[src/rtl/rcs_pkg.sv]
package rcs_pkg;

  // Colour code: bit 1 = odd row pair, bit 0 = odd (effective) column
  typedef enum logic [1:0] {
    CLR_R  = 2'd0,
    CLR_GR = 2'd1,
    CLR_GB = 2'd2,
    CLR_B  = 2'd3
  } color_e;

  localparam int BAR_COUNT = 8;
  localparam int NUM_SITES = 4;

  function automatic color_e site_of(input logic pair_odd, input logic col_odd);
    return color_e'({pair_odd, col_odd});
  endfunction

  function automatic logic is_green(input color_e c);
    return (c == CLR_GR) || (c == CLR_GB);
  endfunction

endpackage

[src/rtl/rcs_position.sv]
module rcs_position
  import rcs_pkg::*;
#(
  parameter int COL_W = 11,
  parameter int ROW_W = 10
) (
  input  logic             clk,
  input  logic             rst_n,
  input  logic             in_valid,
  input  logic             in_sof,
  input  logic             in_sol,
  input  logic             cfg_mirror,
  output logic [COL_W-1:0] cur_col,
  output color_e           cur_color
);

  logic [ROW_W-1:0] row_q, row_n;
  logic [COL_W-1:0] col_q, col_n;
  logic             green_q, have_q;
  logic             cur_green;

  // next-state: position of the pixel presented this cycle
  always_comb begin
    row_n = row_q;
    col_n = col_q + COL_W'(1);
    if (in_sof) begin
      row_n = '0;
      col_n = '0;
    end else if (in_sol) begin
      row_n = row_q + ROW_W'(1);
      col_n = '0;
    end
  end

  assign cur_col   = col_n;
  assign cur_color = site_of(row_n[1], col_n[0] ^ cfg_mirror);
  assign cur_green = is_green(cur_color);

  always_ff @(posedge clk or negedge rst_n) begin
    if (!rst_n) begin
      row_q   <= '0;
      col_q   <= '0;
      green_q <= 1'b0;
      have_q  <= 1'b0;
    end else if (in_valid) begin
      row_q   <= row_n;
      col_q   <= col_n;
      green_q <= cur_green;
      have_q  <= 1'b1;
    end
  end

  // frame start puts the pixel at the origin
  a_r3_frame_origin: assert property (@(posedge clk) disable iff (!rst_n)
    (in_valid && in_sof) |=> (row_q == '0 && col_q == '0));

  // line start restarts the column count
  a_r3_line_restart: assert property (@(posedge clk) disable iff (!rst_n)
    (in_valid && in_sol) |=> (col_q == '0));

  // idle cycles hold the position
  a_r3_idle_hold: assert property (@(posedge clk) disable iff (!rst_n)
    (!in_valid) |=> ($stable(col_q) && $stable(row_q)));

  // within a line green and non-green sites alternate
  a_r1_green_alternates: assert property (@(posedge clk) disable iff (!rst_n)
    (in_valid && !in_sof && !in_sol && have_q && $stable(cfg_mirror))
      |-> (cur_green != green_q));

endmodule

[src/rtl/rcs_bar_gen.sv]
module rcs_bar_gen
  import rcs_pkg::*;
#(
  parameter int PIX_W       = 10,
  parameter int COL_W       = 11,
  parameter int ACTIVE_COLS = 640
) (
  input  logic [COL_W-1:0] col,
  output logic [PIX_W-1:0] level
);

  localparam int BAR_WIDTH = ACTIVE_COLS / BAR_COUNT;
  localparam int IDX_W     = $clog2(BAR_COUNT);
  localparam int FULL      = (1 << PIX_W) - 1;

  logic [BAR_COUNT-2:0] edge_passed;
  logic [PIX_W-1:0]     lvl_tab [BAR_COUNT];
  logic [IDX_W-1:0]     bar_idx;

  // one threshold compare per bar boundary
  for (genvar k = 1; k < BAR_COUNT; k++) begin : g_edge
    assign edge_passed[k-1] = (col >= COL_W'(k * BAR_WIDTH));
  end

  // evenly spaced bar levels from black to full scale
  for (genvar k = 0; k < BAR_COUNT; k++) begin : g_lvl
    assign lvl_tab[k] = PIX_W'((k * FULL) / (BAR_COUNT - 1));
  end

  always_comb begin
    bar_idx = '0;
    for (int k = 0; k < BAR_COUNT - 1; k++) begin
      bar_idx = bar_idx + IDX_W'(edge_passed[k]);
    end
  end

  assign level = lvl_tab[bar_idx];

endmodule

[src/rtl/rcs_gain_unit.sv]
module rcs_gain_unit #(
  parameter int PIX_W     = 10,
  parameter int GAIN_W    = 8,
  parameter int GAIN_FRAC = 5
) (
  input  logic [PIX_W-1:0]  diff,
  input  logic [GAIN_W-1:0] gain,
  input  logic [PIX_W-1:0]  black_add,
  output logic [PIX_W-1:0]  result
);

  localparam int                UNITY  = 1 << GAIN_FRAC;
  localparam int                PROD_W = PIX_W + GAIN_W;
  localparam logic [PIX_W-1:0]  PMAX   = '1;

  logic [GAIN_W-1:0] gain_eff;
  logic [PROD_W-1:0] prod, scaled;
  logic [PIX_W-1:0]  gained;
  logic [PIX_W:0]    sum;

  always_comb begin
    gain_eff = (gain < GAIN_W'(UNITY)) ? GAIN_W'(UNITY) : gain;
    prod     = PROD_W'(diff) * PROD_W'(gain_eff);
    scaled   = prod >> GAIN_FRAC;
    gained   = (|scaled[PROD_W-1:PIX_W]) ? PMAX : scaled[PIX_W-1:0];
    sum      = {1'b0, gained} + {1'b0, black_add};
    result   = sum[PIX_W] ? PMAX : sum[PIX_W-1:0];
  end

endmodule

[src/rtl/raw_cond_stage.sv]
module raw_cond_stage
  import rcs_pkg::*;
#(
  parameter int PIX_W       = 10,
  parameter int GAIN_W      = 8,
  parameter int GAIN_FRAC   = 5,
  parameter int COL_W       = 11,
  parameter int ROW_W       = 10,
  parameter int ACTIVE_COLS = 640
) (
  input  logic                  clk,
  input  logic                  rst_n,
  input  logic                  in_valid,
  input  logic                  in_sof,
  input  logic                  in_sol,
  input  logic [PIX_W-1:0]      in_pix,
  input  logic                  cfg_mirror,
  input  logic                  cfg_pattern,
  input  logic [4*PIX_W-1:0]    cfg_black_sub,
  input  logic [4*GAIN_W-1:0]   cfg_gain,
  input  logic [PIX_W-1:0]      cfg_black_add,
  output logic                  out_valid,
  output logic                  out_sof,
  output logic                  out_sol,
  output logic [1:0]            out_color,
  output logic [PIX_W-1:0]      out_pix
);

  // reset: asynchronous assert, synchronous release
  logic rs_meta_q, rst_i;
  always_ff @(posedge clk or negedge rst_n) begin
    if (!rst_n) begin
      rs_meta_q <= 1'b0;
      rst_i     <= 1'b0;
    end else begin
      rs_meta_q <= 1'b1;
      rst_i     <= rs_meta_q;
    end
  end

  // position and colour of the current pixel
  logic [COL_W-1:0] cur_col;
  color_e           cur_color;

  rcs_position #(.COL_W(COL_W), .ROW_W(ROW_W)) u_pos (
    .clk       (clk),
    .rst_n     (rst_i),
    .in_valid  (in_valid),
    .in_sof    (in_sof),
    .in_sol    (in_sol),
    .cfg_mirror(cfg_mirror),
    .cur_col   (cur_col),
    .cur_color (cur_color)
  );

  logic [PIX_W-1:0] bar_level;
  rcs_bar_gen #(.PIX_W(PIX_W), .COL_W(COL_W), .ACTIVE_COLS(ACTIVE_COLS)) u_bar (
    .col  (cur_col),
    .level(bar_level)
  );

  // stage 1: black subtraction per colour site
  logic [PIX_W-1:0] bsub_sel, diff_n;
  always_comb begin
    bsub_sel = cfg_black_sub[int'(cur_color)*PIX_W +: PIX_W];
    diff_n   = (in_pix > bsub_sel) ? (in_pix - bsub_sel) : '0;
  end

  logic             s1_valid_q, s1_sof_q, s1_sol_q, s1_pat_q;
  color_e           s1_color_q;
  logic [PIX_W-1:0] s1_diff_q, s1_bar_q;

  always_ff @(posedge clk or negedge rst_i) begin
    if (!rst_i) begin
      s1_valid_q <= 1'b0;
      s1_sof_q   <= 1'b0;
      s1_sol_q   <= 1'b0;
      s1_pat_q   <= 1'b0;
      s1_color_q <= CLR_R;
      s1_diff_q  <= '0;
      s1_bar_q   <= '0;
    end else begin
      s1_valid_q <= in_valid;
      s1_sof_q   <= in_valid & in_sof;
      s1_sol_q   <= in_valid & in_sol;
      if (in_valid) begin
        s1_pat_q   <= cfg_pattern;
        s1_color_q <= cur_color;
        s1_diff_q  <= diff_n;
        s1_bar_q   <= bar_level;
      end
    end
  end

  // stage 2: gain, offset, pattern select
  logic [GAIN_W-1:0] gain_sel;
  logic [PIX_W-1:0]  cond_pix, pix_n;

  assign gain_sel = cfg_gain[int'(s1_color_q)*GAIN_W +: GAIN_W];

  rcs_gain_unit #(.PIX_W(PIX_W), .GAIN_W(GAIN_W), .GAIN_FRAC(GAIN_FRAC)) u_gain (
    .diff     (s1_diff_q),
    .gain     (gain_sel),
    .black_add(cfg_black_add),
    .result   (cond_pix)
  );

  assign pix_n = s1_pat_q ? s1_bar_q : cond_pix;

  logic s2_pat_q;
  always_ff @(posedge clk or negedge rst_i) begin
    if (!rst_i) begin
      out_valid <= 1'b0;
      out_sof   <= 1'b0;
      out_sol   <= 1'b0;
      out_color <= 2'd0;
      out_pix   <= '0;
      s2_pat_q  <= 1'b0;
    end else begin
      out_valid <= s1_valid_q;
      out_sof   <= s1_sof_q;
      out_sol   <= s1_sol_q;
      if (s1_valid_q) begin
        out_color <= s1_color_q;
        out_pix   <= pix_n;
        s2_pat_q  <= s1_pat_q;
      end
    end
  end

  // cycles since reset release, for the latency check
  logic [1:0] warm_q;
  always_ff @(posedge clk or negedge rst_i) begin
    if (!rst_i) warm_q <= '0;
    else if (warm_q != 2'd3) warm_q <= warm_q + 2'd1;
  end

  // two-cycle latency of the valid strobe
  a_r9_valid_latency: assert property (@(posedge clk) disable iff (!rst_i)
    (warm_q >= 2'd2) |-> (out_valid == $past(in_valid, 2)));

  // markers only with a valid pixel
  a_r9_marks_with_valid: assert property (@(posedge clk) disable iff (!rst_i)
    (out_sof || out_sol) |-> out_valid);

  // conditioned output never drops below the added offset
  a_r7_offset_floor: assert property (@(posedge clk) disable iff (!rst_i)
    (out_valid && !s2_pat_q && $stable(cfg_black_add)) |-> (out_pix >= cfg_black_add));

endmodule

[config.mk]
export PLATFORM = sky130hd
export DESIGN_NAME = raw_cond_stage
export DESIGN_NICKNAME = d
export VERILOG_FILES = /design/src/rtl/rcs_pkg.sv /design/src/rtl/rcs_position.sv /design/src/rtl/rcs_bar_gen.sv /design/src/rtl/rcs_gain_unit.sv /design/src/rtl/raw_cond_stage.sv
export SDC_FILE = /design/constraint.sdc
export NUM_CORES = 1
export LEC_CHECK = 0
export ABC_AREA = 1
export BUFFER_PORTS_ARGS = -buffer_cell sky130_fd_sc_hd__buf_2
export CAP_MARGIN = 20
export CORE_UTILIZATION = 40
export DETAILED_ROUTE_END_ITERATION = 8
export SKIP_CTS_REPAIR_TIMING = 1
export SLEW_MARGIN = 20
export SYNTH_ARGS = -nofsm -noshare
export SYNTH_HDL_FRONTEND = slang
export SYNTH_SLANG_ARGS = --single-unit
export TNS_END_PERCENT = 1
[constraint.sdc]
create_clock -name clk -period 4.2 [get_ports clk]
set_input_delay 0 -clock clk [delete_from_list [all_inputs] [get_ports clk]]
set_output_delay 0 -clock clk [all_outputs]
set_load 0.02 [all_outputs]
* Word-level counts from Yosys, hierarchy flattened
Memory sizes are Yosys's and may differ from the RTL's. A register that Yosys moved wholly into a read port is not among the register bits.
Cells that the tools add are included.
** Word-level totals
- Flip-flop bits (word level) :: 54
- ROM bits :: 80
- Input port bits :: 99
- Output and inout bits :: 15
- Word-level logic and storage cells :: 57
- Memories kept :: 1
** Memories
- (no name shown) :: depth 8, bits a word 10, rd ports 1, clocked after memory_dff 1, wr ports 0, line rcs_bar_gen.sv:37 : assign level = lvl_tab[bar_idx];
** Operators by class
- $add $sub $neg :: 10
- $mul :: 2
- Magnitude comparators :: 9
- Shifts and indexed selects :: 2
- Mux-type cells :: 9
- Bitwise logic cells :: 4
- Reductions and logical operators :: 4
** Operators by type and width (count)
- $mux 10 :: 6
- $shiftx 40x7->10 :: 1
- $ge 11x9->1 const B :: 3
- $shiftx 32x6->8 :: 1
- $ge 11x8->1 const B :: 2
- $mux 11 :: 2
- $mul 10x8->18 :: 1
- $add 3x1->3 :: 5
- $add 10x10->11 :: 1
- $add 11x1->11 const B :: 1
- $ge 11x10->1 const B :: 1
- $ge 11x7->1 const B :: 1
- $add 10x1->10 const B :: 1
- $gt 10x10->1 :: 1
- $sub 10x10->10 :: 1
- $lt 8x6->1 const B :: 1
- $mux 8 :: 1
- $mul 2x3->5 const B :: 1
- $not 3->4 :: 1
- $reduce_or 3->1 :: 1
- $add 1x1->2 :: 1
- $and 1x1->1 :: 2
- $reduce_and 2->1 :: 1
- $reduce_bool 2->1 :: 1
- 2 further kinds :: 2

* Longest topological paths before layout
- Depth after elaboration :: 11
- Depth in mapped cells :: 38
- Depth with buffers taken out :: 37

* Cells and area by module
Synthesis repeated with hierarchy kept, for this count alone.
** Second synthesis, totals
- Cells, all modules :: 1024
- Area total of the unflattened synthesis :: 7019.2 sq um
** Modules (own cells, without submodules)
- rcs_gain_unit :: instances 1, cells an instance 482, area each 3234.4 sq um, sequential area each 0.0 sq um
- raw_cond_stage :: instances 1, cells an instance 375, area each 2656.3 sq um, sequential area each 1076.0 sq um
- rcs_position :: instances 1, cells an instance 124, area each 852.1 sq um, sequential area each 325.3 sq um
- rcs_bar_gen :: instances 1, cells an instance 43, area each 276.5 sq um, sequential area each 0.0 sq um

* Worst setup path before layout
OpenSTA, ideal clock, no wires.
- Path type :: register to register
- Start :: register s1_color_q[0]
- End :: register out_pix[8]
- Library setup time :: 0.127 ns
- Arrival time :: 6.334 ns
- Required time :: 4.073 ns
- Slack :: -2.262 ns
- Cell stages (with the launch flop) :: 33
- Path buffers :: 1
- Clock period less this slack :: 6.462 ns
- Path through :: dfrtp_1 > buf_6 > nand2_1 > nand3_2 > nand2_4 > nand3_4 > nand2_1 > nor2_1 > fa_1 > fa_1 > fa_1 > inv_1 > fa_1 > inv_1 > ha_1 > a21oi_1 > o21ai_1 > inv_1 > nor2_1 > a2111oi_0 > nand2_1 > nand2_1 > nand2_1 > nor2_8 > nand3_2 > ha_1 > a21oi_1 > o221ai_1 > a21oi_1 > o21bai_1 > xor2_1 > o21ai_0 > a21oi_1
** On the way
- Word-level cells in the longest chain between the ends :: 9
** RTL lines
- from (decl) :: line raw_cond_stage.sv:70 : color_e s1_color_q;
- from (signal assigned) :: line raw_cond_stage.sv:88 : s1_color_q <= cur_color;
- $shiftx 32x6->8 (*) :: line raw_cond_stage.sv:99 : assign gain_sel = cfg_gain[int'(s1_color_q)*GAIN_W +: GAIN_W];
- $lt 8x6->1 :: line rcs_gain_unit.sv:22 : gain_eff = (gain < GAIN_W'(UNITY)) ? GAIN_W'(UNITY) : gain;
- $mux 8 (*) :: line rcs_gain_unit.sv:22
- $mul 10x8->18 (*) :: line rcs_gain_unit.sv:23 : prod = PROD_W'(diff) * PROD_W'(gain_eff);
- $reduce_or 3->1 :: line rcs_gain_unit.sv:25 : gained = (|scaled[PROD_W-1:PIX_W]) ? PMAX : scaled[PIX_W-1:0];
- $mux 10 (*) :: line rcs_gain_unit.sv:25
- $add 10x10->11 (*) :: line rcs_gain_unit.sv:26 : sum = {1'b0, gained} + {1'b0, black_add};
- $mux 10 (*) :: line rcs_gain_unit.sv:27 : result = sum[PIX_W] ? PMAX : sum[PIX_W-1:0];
- $mux 10 (*) :: line raw_cond_stage.sv:108 : assign pix_n = s1_pat_q ? s1_bar_q : cond_pix;
- to (signal assigned) :: line raw_cond_stage.sv:125 : out_pix <= pix_n;
- to (decl) :: line raw_cond_stage.sv:26 : output logic [PIX_W-1:0] out_pix
Every way passes the cells marked *; elsewhere a longest branch is shown, timed or not.
A chain may end at the register's enable or synchronous reset.

* Worst setup path after layout
Ends and elaborated chain as after synthesis.

==> out/metrics.cfg <==
[yosys]
synthCells = 861
synth_ff_type = dfrtp_1
syn_area_um2 = 6370
yosysTopAreaCellShare = 0.192
synth_edf_count = 0
yosys.cell_count.top_type = nor2_1
yosysSeqAreaShare = 0.192
yosys-top-cells-area = dfrtp_1, fa_1, ha_1
syn-num-nets = 1071
yosys-top-cells-count = nor2_1, inv_1, nand2_1
ys_types = 45
synth_area_leader_cell = dfrtp_1
avgSynthCellArea_um2 = 7.40
synthArstFlopShare = 1.00
synth_warnings = 0
ys_seq_elements = 49

[final_layout]
syn_to_final_growth_pct = 40.2
final_util = 0.581
finalNetCount = 1316
diodes = 0
drive_gt1_frac = 0.343
fillers = 1409
finalInstanceArea_um2 = 8930

[critical_path]
required_ns = 4.42
rrSetupSlack_ns = -2.10
cpMostUsedCell = fa_1
cp.buffers_inverters = 7
startpoint_type = register
path_max_fanout = 7
cp_top_family = adder cells
crit_cells = 33
r2r-start = s1_color_q[0]$_DFFE_PN0P_
arrival_ns = 6.53
reg2regPathDepth = 33
crit_type = register to register
critical-path-max-stage-delay_ns = 0.56
crit_path_end_kind = register
slowest_stage = fa_1
crit_start = s1_color_q[0]$_DFFE_PN0P_
critPathCapture = out_pix[8]$_DFFE_PN0P_
r2r_end = out_pix[8]$_DFFE_PN0P_

[die]
die_h_um = 128
initial_core_util = 0.415
dieWidth_um = 128
core-area_um2 = 15400
rows = 45
io_pins = 114
design.die.area_um2 = 16400

[pwr]
p_leak_nw = 4.61
power_frac_comb = 0.878
clkPwrFrac = 0.048
seqPwrFrac = 0.074
fin_total_pwr_mw = 8.62
power_density_nw_per_um2 = 965
ir_drop_mv = 0.616
power.internal_mw = 4.44
p_sw_mw = 4.18
p_sw_frac = 0.485

[routing]
drc = 0
firstDrtPassIters = 5
drt_iter0_markers = 292
wl_um = 17200
viasPerCell = 4.85
routedWlPerCell_um = 13.1
ant_nets = 0
vias = 6391

[run_status]
violations = negative setup slack
status = finished with violations

[placement]
placed_area_um2 = 8340
portBuffers = 113
gp_congestion = 0.847
hpwlAfterDp_um = 14200

[global_routing]
grt_max_degree = 48
track_usage = 0.213
first_global_vias = 6011
antenna_found_initial = 0
grt_overflow = 0
grt_pass1_wl_um = 28000

[timing]
fin_skew_ns = 0.00893
period_minus_slack_ns = 6.30
tns_ns = -20.16
worst_pin_slew_ns = 0.827
hold_viol = 0
slew_headroom = 0.445
drv_slew = 0
finalSetupViolations = 13
fmax_mhz = 159
rsz0062_at_grt = yes
timing.final.ws_setup_ns = -2.10
period_share = 1.50

[clocking]
cts_sinks = 49
tritoncts = done
numCtsBuffers = 5
clk_path_buf_depth = 2
clkTransAtPathRegs_ns = 0.07
clk_latency_ns = 0.30
cts_htree_levels = 2
cts.root.buffer_cell = clkbuf_16

[hold_path]
hp-class = input port to async pin

[run]
max_cap_viol_count = 0

-- worst register-to-register path, delay by kind of cell (launching register included) --
kind                     cells  cell delay, ns
adder cells (fa/ha/maj)      6            2.53
flip-flops                   1            0.44
buffers and inverters        7            0.79
XOR/XNOR                     1            0.21
AND/OR/NAND/NOR             12            1.33
AO/OA/AOI/OAI                7            0.95
-- stage by stage --
step                hold slack (ns)  setup WS (ns)  instances
floorplan                    -0.296          -1.80        861
global placement             -0.214          -2.33       1298
detailed placement           -0.211          -2.36       1298
CTS                          -0.533          -2.40       1306
global route               -0.00134          -2.43       1318
finish                      0.00622          -2.10       1318
-- power by group through the flow --
| stage | logic [mW] | registers, mW | clock network, mW |
|---|---|---|---|
| floorplan | 4.02 | 0.696 | 0 |
| global placement | 6.49 | 0.644 | 0 |
| detailed placement | 6.52 | 0.644 | 0 |
| CTS | 6.57 | 0.637 | 0.427 |
| global route | 8.39 | 0.647 | 0.445 |
| finish | 7.57 | 0.636 | 0.415 |
-- how the worst min path moves through the flow --
stage | to | slack, ns | cells past startpoint
2_1_floorplan | rs_meta_q$_DFF_PN0_ | -0.30 | 0
3_3_place_gp | rs_meta_q$_DFF_PN0_ | -0.21 | 1
3_5_place_dp | rs_meta_q$_DFF_PN0_ | -0.21 | 1
4_1_cts | rst_i$_DFF_PN0_ | -0.53 | 1
5_1_grt | rst_i$_DFF_PN0_ | -0.001 | 2
6_report | rst_i$_DFF_PN0_ | 0.006 | 2
-- layer usage --
| layer | up-vias | part of all wire | GRT usage |
|---|---|---|---|
| met5 | - | 0 | 0 |
| met4 | 0 | 0.0086 | 0.0478 |
| met3 | 9 | 0.034 | 0.0179 |
| met2 | 132 | 0.47 | 0.352 |
| met1 | 2973 | 0.49 | 0.302 |
| li1 | 3277 | - | - |
-- sequential cells by signal, summed over array words and instances, names as in the netlist, 2 cells and up --
register / cells
u_pos.col_q: 11
out_pix: 10
s1_diff_q: 10
s1_color_q: 2
s1_bar_q: 4
out_color: 2
-- layout make-up --
type,instances,area [um^2],share of cell area
clock inverters,3,25.0,0.00280
repair buffers,254,1680,0.189
well taps,211,264,0.0296
flip-flops and latches,49,1230,0.138
multi-input cells,655,5060,0.567
inverters,141,539,0.0604
clock buffers,5,125,0.0140
-- kinds of logic (layout without fill, tap and decap cells) --
family	Yosys count	after routing	share of synthesized area
AO/OA/AOI/OAI	148	148	0.136
XOR/XNOR	27	27	0.0371
adder cells (fa/ha/maj)	111	111	0.279
buffers and inverters	159	403	0.0980
flip-flops	49	49	0.192
other	1	1	0.000588
AND/OR/NAND/NOR	366	368	0.256
-- cells in the final DEF, fill, tap and decap left out, types with 6 or more instances in the layout --
master     netlist  routed
nor2_2           1      16
nor3_1          14      11
inv_2            1       7
o22ai_1         14      11
xnor2_1         10      10
nand2_2         11      18
a21oi_1         43      33
dfrtp_1         49      47
nand2_1        130     117
buf_4            2     132
o32a_1           9       9
inv_1          139     132
clkbuf_16        0       6
o21ai_1          4      13
nand3_2         14      14
buf_2            2     113
ha_4             0      12
fa_1            52      50
a21oi_2          0       6
nor2_1         150     133
nand3_1         30      27
nand2_4          3       8
ha_1            59      46
o21ai_0         55      44
xor2_1          17      17
No activity file was read; power rests on OpenSTA's default activity.
